<file path="config.mk">
export PLATFORM = sky130hd
export DESIGN_NAME = stereo_pair_rx
export DESIGN_NICKNAME = d
export VERILOG_FILES = /design/src/rtl/dacrx_pkg.sv /design/src/rtl/dacrx_shift.sv /design/src/rtl/dacrx_frame.sv /design/src/rtl/dacrx_release.sv /design/src/rtl/stereo_pair_rx.sv
export SDC_FILE = /design/constraint.sdc
export NUM_CORES = 1
export LEC_CHECK = 0
export BUFFER_PORTS_ARGS = -buffer_cell sky130_fd_sc_hd__buf_2
export CORE_MARGIN = 2
export CORE_UTILIZATION = 53
export CTS_CLUSTER_SIZE = 40
export DETAILED_ROUTE_END_ITERATION = 6
export PLACE_DENSITY_LB_ADDON = 0.05
export SLEW_MARGIN = 20
export SYNTH_ARGS = -nofsm -noshare
export SYNTH_HDL_FRONTEND = slang
export SYNTH_SLANG_ARGS = --single-unit
</file>
<file path="constraint.sdc">
create_clock -name clk_bit -period 1.4 [get_ports clk_bit]
set_input_delay 0.28 -clock clk_bit [delete_from_list [all_inputs] [get_ports clk_bit]]
set_output_delay 0.28 -clock clk_bit [all_outputs]
set_load 0.02 [all_outputs]
</file>
<file path="src/rtl/dacrx_pkg.sv">
package dacrx_pkg;

    typedef enum logic {
        FMT_ONE_LINE = 1'b0,
        FMT_TWO_LINE = 1'b1
    } fmt_e;

    // A frame level marks a left word when it differs from the polarity select.
    function automatic logic level_is_left(input logic level, input logic pol);
        return level ^ pol;
    endfunction

endpackage

</file>
<file path="src/rtl/dacrx_shift.sv">
module dacrx_shift #(
    parameter int WORD_W = 16
) (
    input  logic              clk,
    input  logic              rst_n,
    input  logic              din,
    output logic [WORD_W-1:0] word_q
);
    typedef struct packed {
        logic [WORD_W-1:0] sr;
    } sh_t;

    sh_t sh_d, sh_q;

    always_comb begin
        sh_d    = sh_q;
        sh_d.sr = {sh_q.sr[WORD_W-2:0], din};
    end

    always_ff @(posedge clk or negedge rst_n) begin
        if (!rst_n) sh_q <= '0;
        else        sh_q <= sh_d;
    end

    assign word_q = sh_q.sr;
endmodule

</file>
<file path="src/rtl/dacrx_frame.sv">
module dacrx_frame
    import dacrx_pkg::*;
#(
    parameter int WORD_W = 16
) (
    input  logic              clk,
    input  logic              rst_n,
    input  fmt_e              fmt,
    input  logic              lr_pol,
    input  logic              frame_in,
    input  logic [WORD_W-1:0] line_a_word,
    input  logic [WORD_W-1:0] line_b_word,
    output logic              pair_ok,
    output logic [WORD_W-1:0] pair_l,
    output logic [WORD_W-1:0] pair_r
);
    typedef struct packed {
        logic              primed;
        logic              hist;
        logic              held_v;
        logic [WORD_W-1:0] held;
    } fr_t;

    fr_t  fr_d, fr_q;
    logic toggled;
    logic fell;
    logic old_is_left;
    logic stage_load;

    always_comb begin
        fr_d        = fr_q;
        fr_d.primed = 1'b1;
        fr_d.hist   = frame_in;
        toggled     = fr_q.primed && (frame_in != fr_q.hist);
        fell        = toggled && fr_q.hist;
        old_is_left = level_is_left(fr_q.hist, lr_pol);
        pair_ok     = 1'b0;
        stage_load  = 1'b0;
        pair_l      = fr_q.held;
        pair_r      = line_a_word;
        if (fmt == FMT_TWO_LINE) begin
            fr_d.held_v = 1'b0;
            pair_l      = line_a_word;
            pair_r      = line_b_word;
            pair_ok     = fell;
        end else if (toggled) begin
            if (old_is_left) begin
                stage_load  = 1'b1;
                fr_d.held   = line_a_word;
                fr_d.held_v = 1'b1;
            end else if (fr_q.held_v) begin
                pair_ok     = 1'b1;
                fr_d.held_v = 1'b0;
            end
        end
    end

    always_ff @(posedge clk or negedge rst_n) begin
        if (!rst_n) fr_q <= '0;
        else        fr_q <= fr_d;
    end

    // a two-line release only on a sampled high-to-low frame transition
    p_two_line_fall_r5: assert property (@(posedge clk) disable iff (!rst_n)
        (pair_ok && fmt == FMT_TWO_LINE) |-> ($past(frame_in) && !frame_in));

    // a one-line release only on a sampled frame level change
    p_one_line_toggle_r2: assert property (@(posedge clk) disable iff (!rst_n)
        (pair_ok && fmt == FMT_ONE_LINE) |-> (frame_in != $past(frame_in)));

    // one completed word either stages a left or releases a pair, never both
    p_stage_or_release_r4: assert property (@(posedge clk) disable iff (!rst_n)
        !(pair_ok && stage_load));
endmodule

</file>
<file path="src/rtl/dacrx_release.sv">
module dacrx_release #(
    parameter int WORD_W    = 16,
    parameter int LAT_EDGES = 4
) (
    input  logic              clk,
    input  logic              rst_n,
    input  logic              pair_ok,
    input  logic [WORD_W-1:0] pair_l,
    input  logic [WORD_W-1:0] pair_r,
    output logic [WORD_W-1:0] out_l,
    output logic [WORD_W-1:0] out_r,
    output logic              out_stb
);
    localparam int CW = $clog2(LAT_EDGES + 1);

    typedef struct packed {
        logic              busy;
        logic [CW-1:0]     cnt;
        logic              fire;
        logic [WORD_W-1:0] hl;
        logic [WORD_W-1:0] hr;
    } rl_t;

    typedef struct packed {
        logic              stb;
        logic [WORD_W-1:0] wl;
        logic [WORD_W-1:0] wr;
    } ot_t;

    rl_t rl_d, rl_q;
    ot_t ot_d, ot_q;

    // Rising-edge side: count the remaining edges of the latency window.
    always_comb begin
        rl_d      = rl_q;
        rl_d.fire = 1'b0;
        if (pair_ok) begin
            rl_d.busy = 1'b1;
            rl_d.cnt  = CW'(LAT_EDGES - 1);
            rl_d.hl   = pair_l;
            rl_d.hr   = pair_r;
        end else if (rl_q.busy) begin
            if (rl_q.cnt == CW'(1)) begin
                rl_d.fire = 1'b1;
                rl_d.busy = 1'b0;
            end
            rl_d.cnt = rl_q.cnt - CW'(1);
        end
    end

    always_ff @(posedge clk or negedge rst_n) begin
        if (!rst_n) rl_q <= '0;
        else        rl_q <= rl_d;
    end

    // Falling-edge side: supplies the final half cycle of the latency.
    always_comb begin
        ot_d     = ot_q;
        ot_d.stb = rl_q.fire;
        if (rl_q.fire) begin
            ot_d.wl = rl_q.hl;
            ot_d.wr = rl_q.hr;
        end
    end

    always_ff @(negedge clk or negedge rst_n) begin
        if (!rst_n) ot_q <= '0;
        else        ot_q <= ot_d;
    end

    assign out_l   = ot_q.wl;
    assign out_r   = ot_q.wr;
    assign out_stb = ot_q.stb;

    // the release request lasts exactly one rising-edge cycle
    p_fire_pulse_r6: assert property (@(posedge clk) disable iff (!rst_n)
        rl_q.fire |=> !rl_q.fire);

    // framing never delivers a new pair inside a running latency window
    p_pair_spacing_r6: assert property (@(posedge clk) disable iff (!rst_n)
        pair_ok |-> !rl_q.busy);

    // channel outputs move only together with the strobe
    p_update_with_stb_r6: assert property (@(negedge clk) disable iff (!rst_n)
        ((ot_q.wl != $past(ot_q.wl)) || (ot_q.wr != $past(ot_q.wr))) |-> ot_q.stb);
endmodule

</file>
<file path="src/rtl/stereo_pair_rx.sv">
module stereo_pair_rx
    import dacrx_pkg::*;
#(
    parameter int WORD_W    = 16,
    parameter int LAT_EDGES = 4
) (
    input  logic              clk_bit,
    input  logic              rst_n,
    input  logic              two_line_mode,
    input  logic              lr_polarity,
    input  logic              frame_clk,
    input  logic              sdata_a,
    input  logic              sdata_b,
    output logic [WORD_W-1:0] left_word,
    output logic [WORD_W-1:0] right_word,
    output logic              pair_stb
);
    localparam int LINES = 2;

    fmt_e              fmt;
    logic [LINES-1:0]  din_vec;
    logic [WORD_W-1:0] line_word [LINES];
    logic              pair_ok;
    logic [WORD_W-1:0] pair_l;
    logic [WORD_W-1:0] pair_r;

    assign fmt     = fmt_e'(two_line_mode);
    assign din_vec = {sdata_b, sdata_a};

    for (genvar g = 0; g < LINES; g++) begin : g_line
        dacrx_shift #(.WORD_W(WORD_W)) u_shift (
            .clk    (clk_bit),
            .rst_n  (rst_n),
            .din    (din_vec[g]),
            .word_q (line_word[g])
        );
    end

    dacrx_frame #(.WORD_W(WORD_W)) u_frame (
        .clk         (clk_bit),
        .rst_n       (rst_n),
        .fmt         (fmt),
        .lr_pol      (lr_polarity),
        .frame_in    (frame_clk),
        .line_a_word (line_word[0]),
        .line_b_word (line_word[1]),
        .pair_ok     (pair_ok),
        .pair_l      (pair_l),
        .pair_r      (pair_r)
    );

    dacrx_release #(.WORD_W(WORD_W), .LAT_EDGES(LAT_EDGES)) u_release (
        .clk     (clk_bit),
        .rst_n   (rst_n),
        .pair_ok (pair_ok),
        .pair_l  (pair_l),
        .pair_r  (pair_r),
        .out_l   (left_word),
        .out_r   (right_word),
        .out_stb (pair_stb)
    );
endmodule

</file>
==> summary.md, run 1 <==
| Metric | Value |
|---|---|
| CP cell instances | `buf_6` |
| DR WL/cell | `19.4 µm` |
| Status | `finished, violations left` |
| Finish-stage setup viols | `118` |
| Cell family with most CP delay | `flip-flops` |
| Worst-path clk slew | `50 ps` |
| Area Growth Syn to Fin | `43.9%` |
| Synthesized area | `4670 µm²` |
| Synth Register Bits | `121` |
| Failing checks | `setup timing` |
| Synth area leader | `dfrtp_1` |
| Fin. Hold Viols | `0` |
| P per Cell Area | `2030 nW/µm²` |
| Number of synthesized flops with an enable pin | `0` |
| Final Cell Area | `6710 µm²` |
| TNS Setup | `-45010 ps` |
| # diodes | `0` |
| RSZ-0062 raised after global routing | `yes` |
| CP Max Fanout | `2` |
| Fraction of layout cells with a size suffix above 1 | `62.7%` |
| Sequential area share after synthesis | `64.9%` |
| Yosys warning count | `0` |
| Nets | `398` |
| Worst Setup Slack, final | `-607 ps` |
| Total CTS buffers | `17` |
| Worst setup SP type | `flip-flop` |
| Row cnt | `34` |
| Vias in the first global route | `2916` |
| WP data required | `roughly 1100 ps` |
| Crit path DAT | `about 1700 ps` |
| Post-synth top area share | `47.2%` |
| Metal3 WL | `around 230 µm` |
| R2R setup slack | `-520 ps` |
| CP Capture Type | `output pin` |
| Async SR Flop Fraction | `100%` |
| Synth Instances | `~280` |
| Peak VDD IR | `roughly 0.0011 V` |
| Fin. max-slew vios | `0` |
| Max-capacitance violation count | `0` |
| Vias post-DR | `2672` |
| Worst setup path category | `flip-flop to output pin` |
| Htree depth | `4` |
| Cell variety after synth | `30` |
| DR DRC count | `0` |
| Die extent in y | `97.8 µm` |
| Static leakage | `3.14 nW` |
| Clk_skew | `71.5 ps` |
| GP Congestion | `approximately 0.76` |
| Worst hold-check path type | `input port to flip-flop` |
| Ys flop type | `dfrtp_1` |
| Syn Area/Cell | `16.8 µm²` |
| Synth top cells by count | `102 x mux2_2, 88 x dfrtp_1, 33 x dfrtn_1, 10 x mux2_4` |
| Global route overflow | `0` |
| I/O pin total | `40` |
| Detailed Routing Iterations Pass 1 | `4` |
| Drt via density | `5.24` |
| Highest routed layer | `met4` |
| Largest net degree at the start of global routing | `42` |
| 1st-iter DRT viols | `112` |
| TritonCTS clock tree | `done` |
| Worst skew pair latency | `500 ps` |
| Total track usage | `~22%` |
| Core area | `8640 µm²` |
| DIE WIDTH | `around 100 µm` |
| Die ar. | `between 9000 and 10000 µm²` |
| Initial core utilization | `54.0%` |
| Most frequent cell after synthesis | `mux2_2` |
| Hpwl dp | `4.86 mm` |
| Sink Count | `between 100 and 150` |
| Largest stage delay, worst path | `450 ps` |
| Crit path buffers/inverters | `1` |
| DP Area | `5440 µm²` |
| Met1 WL | `4.60 mm` |
| Routed WL | `9.91 mm` |
| Mapped Nets | `~290` |
| Met2 wire length | `about 5 mm` |
| Top cells by area, synth | `dfrtp_1 47%, mux2_2 25%, dfrtn_1 18%, mux2_4 3.2%, buf_6 0.97%` |
| Antenna violations before repair | `0` |
| Root Buffer | `clkbuf_8` |
| First-pass GRT wire length | `15.9 mm` |
| Max clock buf depth | `2` |
| Fin util | `77.7%` |
| Routed Antenna Nets | `0` |
| Port Buffers | `39` |
| CP max stage cell | `dfrtn_1` |
cells by family after synthesis:
| kind of cell | after synthesis | synth area share [%] |
|---|---|---|
| AND/OR/NAND/NOR | 17 | 2.47 |
| AO/OA/AOI/OAI | 7 | 1.53 |
| buffers and inverters | 16 | 2.28 |
| multiplexers | 112 | 27.8 |
| XOR/XNOR | 2 | 0.376 |
| flip-flops | 121 | 64.9 |
| adder cells (fa/ha/maj) | 2 | 0.536 |
| other | 1 | 0.0804 |
what timing repair did:
| item | CTS | global route |
|---|---|---|
| setup endpoints to repair | 118 | 119 |
| endpoints found under the hold margin | 35 | 0 |
| hold buffers | 3 | 0 |
| pin swaps | 3 | 3 |
| gates cloned | 5 | 2 |
| resized for setup | 86 | 40 |
| buffers inserted | 14 | 12 |
cell usage in the layout, fill, tap and decap left out, types with 4 or more instances in the layout:
master and count:
dfrtp_1 87, mux2_4 69, mux2_2 43, buf_4 40, buf_6 40, dfrtn_1 33
clkbuf_16 22, buf_12 10, clkbuf_8 5, buf_2 5, inv_1 4
area by class of cell:
class	instances	area (µm²)
sequential	121	3030
fill	495	1920
multi-input combinational	141	1790
timing repair buffer	104	1140
clock buffer	28	581
tap	108	135
clock inverter	4	22.5
inverter	4	15.0
worst paths after layout:
path                                                    from                      endpoint  cells after the start
max in group asynchronous                              rst_n            u_release.out_l[0]                      3
min in group asynchronous                              rst_n            u_release.rl_q[10]                      3
worst max register to register            u_release.ot_d[32]            u_release.out_r[2]                      3
worst min register to register  g_line[1].u_shift.word_q[13]  g_line[1].u_shift.word_q[14]                      0
worst max-delay path                      u_release.out_r[9]                 right_word[9]                      1
worst min-delay path                           two_line_mode              u_frame.fr_q[16]                      2
stage by stage:
step                      total power, W  std cells  setup WS, ps  hold slack, ps
after floorplan                  0.00698        278          -382           -15.6
after detailed placement         0.00807        450          -422             251
final                             0.0136        510          -607            37.2
after global placement           0.00800        450          -394             250
after global routing              0.0142        510          -631            38.0
after CTS                         0.0133        504          -616            14.5
state kept, by name, summed over array words and instances, names as in the netlist:
register	count
u_release.rl_q	36
g_line.u_shift.word_q	32
u_frame.fr_q	19
u_release.out_l	16
u_release.out_r	16
u_release.ot_d	1
u_release.out_stb	1
routing by layer:
layer / vias up / track usage [%]
met1: 1419 / 29.9
met5: - / 0
met2: 42 / 34.4
li1: 1203 / -
met4: 0 / 6.41
met3: 8 / 4.80
worst reg2reg max path, delay by kind of cell (launching register included):
kind                   cells  cell delay, ps
DFF                        1             430
muxes                      1             300
buffers and inverters      2             280
power breakdown:
group	leakage [nW]	internal, W	switching [W]	total (W)
registers	1.46	0.00450	0.000676	0.00517
clock network	0.298	0.00278	0.00148	0.00427
logic	1.38	0.00269	0.00149	0.00418
total	3.14	0.00997	0.00365	0.0136
No activity file was read; power rests on OpenSTA's default activity.
==> inputs of run 2 (changes only) <==
==> constraint.sdc (replaced) <==
create_clock -name clk_bit -period 1.4 [get_ports clk_bit]
set_input_delay 0.21 -clock clk_bit [delete_from_list [all_inputs] [get_ports clk_bit]]
set_output_delay 0.21 -clock clk_bit [all_outputs]
set_load 0.02 [all_outputs]
==> run 2 against run 1 <==
Net effect:
- clock power is 3% higher
- sequential share of layout area hardly changed
- non-clock buffer count unchanged
- highest routed layer unchanged
- the flow still finishes with violations (setup timing)
- largest cell class unchanged
- worst setup slack better by 72 ps
- via count decreased by 3.4%
- worst hold slack better by 190 ps
- die area unchanged
- count of clock-buffer cells in the layout is 9 lower
- sequential power hardly changed
- combinational power up 2%
==> summary.md, run 2 (synthesis results as in run 1) <==
| Metric | Value |
|---|---|
| WP data required | `just under 1000 ps` |
| Max clock buf depth | `2` |
| Commonest cells after routing, fill and taps aside | `86 x dfrtp_1, 76 x mux2_4, 43 x buf_4` |
| DR DRC count | `0` |
| Total track usage | `20.8%` |
| DIE WIDTH | `97.8 µm` |
| Antenna violations before repair | `0` |
| Worst hold-check path type | `input port to flip-flop` |
| Placed Cells incl. Taps | `453` |
| TritonCTS clock tree | `done` |
| 1st-iter DRT viols | `about 130` |
| Hold_sp | `frame_clk` |
| Detailed Routing Iterations Pass 1 | `4` |
| GP Congestion | `0.779` |
| Nets | `398` |
| Clk_skew | `about 70 ps` |
| Fin. Hold Viols | `0` |
| # diodes | `0` |
| Crit path DAT | `1510 ps` |
| Row cnt | `34` |
| CP Capture Type | `flip-flop` |
| Failing checks | `setup timing` |
| Fraction of layout cells with a size suffix above 1 | `62.9%` |
| Worst setup SP type | `flip-flop` |
| TNS Setup | `-42310 ps` |
| Total power draw | `0.0138 W` |
| Area Growth Syn to Fin | `44.0%` |
| Finish-stage setup viols | `between 100 and 150` |
| Worst setup path category | `flip-flop to flip-flop` |
| Port Buffers | `39` |
| Initial core utilization | `54.0%` |
| Hpwl dp | `5.25 mm` |
| Fin. max-slew vios | `0` |
| Worst skew pair latency | `500 ps` |
| Fin util | `77.8%` |
| Worst Setup Slack, final | `-536 ps` |
| RSZ-0062 raised after global routing | `yes` |
| DP Worst Slack | `-422 ps` |
| Htree depth | `4` |
| Worst R2R Start | `u_release.ot_d[32]` |
| Fillcell total | `482` |
| Static leakage | `3.13 nW` |
| DR WL/cell | `roughly 18 µm` |
| CP Max Fanout | `12` |
| Status | `finished, violations left` |
| Vias in the first global route | `2921` |
| Routed WL | `9.07 mm` |
| First-pass GRT wire length | `between 15 and 20 mm` |
| Sink Count | `around 120` |
| Commonest non-fill, non-tap cell in the layout | `dfrtp_1` |
| Max-capacitance violation count | `0` |
| Peak VDD IR | `approximately 0.0011 V` |
| Root Buffer | `clkbuf_8` |
| Global route overflow | `0` |
| I/O pin total | `40` |
| Vias post-DR | `about 2600` |
| P per Cell Area | `2060 nW/µm²` |
| Flip-flop count of the largest register after layout | `36` |
| Largest net degree at the start of global routing | `between 40 and 50` |
| Die ar. | `9570 µm²` |
| Die extent in y | `97.8 µm` |
| Drt via density | `a little over 5` |
| Top reg by flops | `u_release.rl_q` |
| Total CTS buffers | `17` |
| Core area | `8640 µm²` |
| Critical Path Start | `u_release.ot_d[32]` |
| Non-filler instance count after layout | `510` |
| Routed Antenna Nets | `0` |
| Worst-path clk slew | `60 ps` |
## run 2: changes by cell type in the layout (fill, tap and decap cells not counted), sizes merged
cell         before  now
clkinv            3    7
clkbuf           30   19
clkinvlp          1    2
dlygate4sd3       3    5
bufinv            0    4
## run 2: final timing paths
check,end,slack [ps],cells after the start
setup / recovery,u_release.out_l[4],-540,2
hold / removal,u_frame.fr_q[16],220,4
setup reg to reg,u_release.out_l[4],-540,2
hold reg to reg,g_line[1].u_shift.word_q[15],360,0
max in group asynchronous,u_release.out_l[4],230,3
min in group asynchronous,u_release.rl_q[10],240,3
## run 2: through the flow
step                area (µm²)  hold WS, ps
finish                    6720          225
detailed placement        5480          223
floorplan                 4850        -85.6
global route              6720          239
CTS                       6600          233
global placement          5480          225
## run 2: cell type report
cell class,instances,area (µm²),area share (%)
sequential,121,3030,45.1
tap,108,135,2.01
clock inverter,13,178,2.64
clock buffer,19,422,6.28
multi-input combinational,141,1830,27.2
timing repair buffer,104,1110,16.5
inverter,4,15.0,0.224
## run 2: worst max-delay path, stage by stage (launching register included)
cell and delay [ps]:
dfrtp_2 480, buf_12 190, mux2_2 340
## run 2: layer usage
layer | vias to the layer above | share of wire [%] | wire, µm | track usage, %
met5 | - | 0 | 0 | 0
met4 | 0 | 0.53 | 48 | 6.09
met3 | 4 | 2.6 | 235 | 6.73
met2 | 36 | 51 | 4620 | 33.1
met1 | 1339 | 46 | 4170 | 27.8
li1 | 1201 | - | - | -
## run 2: timing repair
action | in CTS | in global routing
buffers inserted | 8 | 12
setup endpoints to repair | 119 | 120
gates resized for setup | 100 | 18
endpoints found under the hold margin | 55 | 0
pin swaps | 3 | 4
hold buffers | 5 | 0
gates cloned | 3 | 0
## run 2: power breakdown
| group | switching (W) | total [W] | internal [W] | leakage (nW) |
|---|---|---|---|---|
| combinational | 0.00150 | 0.00426 | 0.00276 | 1.38 |
| sequential | 0.000682 | 0.00518 | 0.00450 | 1.46 |
| clock | 0.00150 | 0.00438 | 0.00287 | 0.291 |
| total | 0.00368 | 0.0138 | 0.0101 | 3.13 |
==> inputs of run 3 (changes only) <==
--- a/config.mk
+++ b/config.mk
@@ -14,4 +14,5 @@
 export SLEW_MARGIN = 20
 export SYNTH_ARGS = -nofsm -noshare
 export SYNTH_HDL_FRONTEND = slang
+export SYNTH_HIERARCHICAL = 1
 export SYNTH_SLANG_ARGS = --single-unit
==> run 3 against run 2 <==
Net effect:
- synthesized cell count grew 3.2%
- area after synthesis is 6.5% higher
- worst setup slack better by 9.3 ps
- non-clock buffer count grew 21
- sequential share of layout area decreased by 1.5 points
- the flow still finishes with violations (setup timing)
- clock skew shrank 0.83 ps
- sequential power down 0.8%
- total power increased by 2.2%
- via count is 6.6% higher
==> summary.md, run 3 <==
| Metric | Value |
|---|---|
| Worst Setup Slack, final | `-526 ps` |
| Total CTS buffers | `17` |
| Worst setup path category | `flip-flop to output pin` |
| Ys flop type | `dfrtp_1` |
| Largest stage delay, worst path | `approximately 440 ps` |
| Global route overflow | `0` |
| TNS Setup | `-46440 ps` |
| Synth area leader | `dfrtp_1` |
| Sink Count | `121` |
| Worst-path clk slew | `60 ps` |
| Total power draw | `between 0.01 and 0.015 W` |
| WHS Endpoint | `u_frame/fr_q[16]` |
| Routed WL | `roughly 9.6 mm` |
| Worst R2R Start | `u_release/ot_d[32]` |
| Sequential area share after synthesis | `60.9%` |
| CP Max Fanout | `2` |
| Cell variety after synth | `34` |
| Peak VDD IR | `approximately 0.0011 V` |
| Row cnt | `35` |
| Hold_sp | `frame_clk` |
| DR WL/cell | `17.7 µm` |
| Die ar. | `roughly 10000 µm²` |
| Max-capacitance violation count | `0` |
| Core area | `a little over 9000 µm²` |
| Number of synthesized flops with an enable pin | `0` |
| Top cells by area, synth | `dfrtp_1 44%, mux2_4 20%, dfrtn_1 17%, mux2_2 10%, buf_6 1.4%` |
| Async SR Flop Fraction | `100%` |
| Nets | `427` |
| Crit path buffers/inverters | `1` |
| DIE WIDTH | `101 µm` |
| WP data required | `about 1200 ps` |
| Most frequent cell after synthesis | `dfrtp_1` |
| R2R setup slack | `-480 ps` |
| Htree depth | `4` |
| RSZ-0062 raised after global routing | `yes` |
| Clk_skew | `69.5 ps` |
| Crit path DAT | `1720 ps` |
| Antenna violations before repair | `0` |
| CP cell instances | `buf_6` |
| Syn Area/Cell | `17.3 µm²` |
| Failing checks | `setup timing` |
| Synth top cells by count | `88 x dfrtp_1, 65 x mux2_4, 45 x mux2_2, 33 x dfrtn_1, 6 x buf_6` |
| Fraction of layout cells with a size suffix above 1 | `a little under two thirds` |
| Top reg by flops | `u_release/rl_q` |
| Post-synth top area share | `44.3%` |
| Root Buffer | `clkbuf_8` |
| Commonest non-fill, non-tap cell in the layout | `dfrtp_1` |
| Detailed Routing Iterations Pass 1 | `4` |
| CP max stage cell | `dfrtn_1` |
| DR DRC count | `0` |
| Fin. max-slew vios | `0` |
| Final Cell Area | `slightly below 7000 µm²` |
| Vias post-DR | `2749` |
| Status | `finished, violations left` |
| TritonCTS clock tree | `done` |
| Static leakage | `3.34 nW` |
| Cell family with most CP delay | `flip-flops` |
| Area Growth Syn to Fin | `39.7%` |
| R2R cell count | `2` |
| Worst setup SP type | `flip-flop` |
| Synth Instances | `~290` |
| Hold depth | `4` |
| Worst reg2reg endpoint | `u_release/out_l[3]` |
| DP Area | `roughly 5700 µm²` |
| GP Congestion | `just under 0.7` |
| Synthesized area | `4970 µm²` |
| Largest net degree at the start of global routing | `42` |
| Die extent in y | `between 100 and 150 µm` |
| Hpwl dp | `approximately 5.3 mm` |
| Initial core utilization | `54.3%` |
| Worst skew pair latency | `between 500 and 600 ps` |
| First-pass GRT wire length | `~16 mm` |
| Commonest cells after routing, fill and taps aside | `87 x dfrtp_1, 79 x mux2_4, 63 x buf_4` |
| Total track usage | `20.6%` |
| Max clock buf depth | `2` |
| 1st-iter DRT viols | `93` |
| Port Buffers | `39` |
| Yosys warning count | `6` |
| Drt via density | `slightly above 5` |
| Finish-stage setup viols | `119` |
| I/O pin total | `40` |
| # diodes | `0` |
| P per Cell Area | `2030 nW/µm²` |
| Mapped Nets | `around 300` |
| Worst hold-check path type | `input port to flip-flop` |
| CP Capture Type | `output pin` |
| Fin. Hold Viols | `0` |
| Vias in the first global route | `around 3000` |
| Synth Register Bits | `about 120` |
| Flip-flop count of the largest register after layout | `36` |
| Routed Antenna Nets | `0` |
-- run 3: cell types whose count changed after synthesis, sizes merged, moves of 2 or more --
cell and delta:
buf +4, mux2 -2, o21ai +3, a21oi +2, a2111oi -2, clkbuf -3, and3b +4, a211o +2
-- run 3: metal layers --
| metal | track usage (%) | share of wire (%) |
|---|---|---|
| met1 | 29.5 | 48 |
| met4 | 7.38 | 0.86 |
| met5 | 0 | 0 |
| met3 | 4.92 | 2.6 |
| met2 | 30.9 | 48 |
-- run 3: final cells by class --
class	instances	area [µm²]
inverter	3	11.3
fill	543	2210
clock buffer	18	418
sequential	121	3030
clock inverter	14	196
tap	111	139
multi-input combinational	150	1880
timing repair buffer	125	1280
-- run 3: how the worst max path moves through the flow --
stage,start,cells after the start,endpoint
floorplan,u_release/ot_d[32],3,u_release/out_l[0]
global placement,u_release/ot_d[32],2,u_release/out_l[15]
detailed placement,u_release/ot_d[32],2,u_release/out_l[15]
CTS,u_release/out_r[2],1,right_word[2]
global route,u_release/out_r[1],1,right_word[1]
finish,u_release/out_r[15],1,right_word[15]
-- run 3: where the power goes --
group	leakage (nW)	internal [W]	switching (W)
registers	1.46	0.00447	0.000664
logic	1.59	0.00300	0.00148
clock network	0.292	0.00290	0.00161
-- run 3: cell families (layout without fill, tap and decap cells) --
family                     Yosys count  in the layout  synth area share (%)
buffers and inverters               16            160                  3.20
other                                1              1                0.0754
muxes                              110            110                  29.8
adders and majority gates            2              2                 0.503
xor gates and xnor gates             1              1                 0.176
DFF                                121            121                  60.9
and+or+nand+nor                     21             21                  3.15
AOI/OAI and AO/OA                   15             15                  2.16
-- run 3: repair_timing --
action / in CTS / in global routing
pin swaps: 2 / 5
endpoints found under the hold margin: 64 / 0
setup endpoints to repair: 119 / 119
cloned: 4 / 1
buffers inserted: 21 / 14
hold buffers: 4 / 0
resized for setup: 86 / 11
-- run 3: stage by stage --
stage	setup WS, ps	util [%]	instances	hold slack (ps)
floorplan	-383	-	287	-85.6
global placement	-405	62.1	473	199
detailed placement	-408	62.1	473	201
CTS	-537	75.0	533	138
global route	-567	75.9	542	222
finish	-526	75.9	542	180
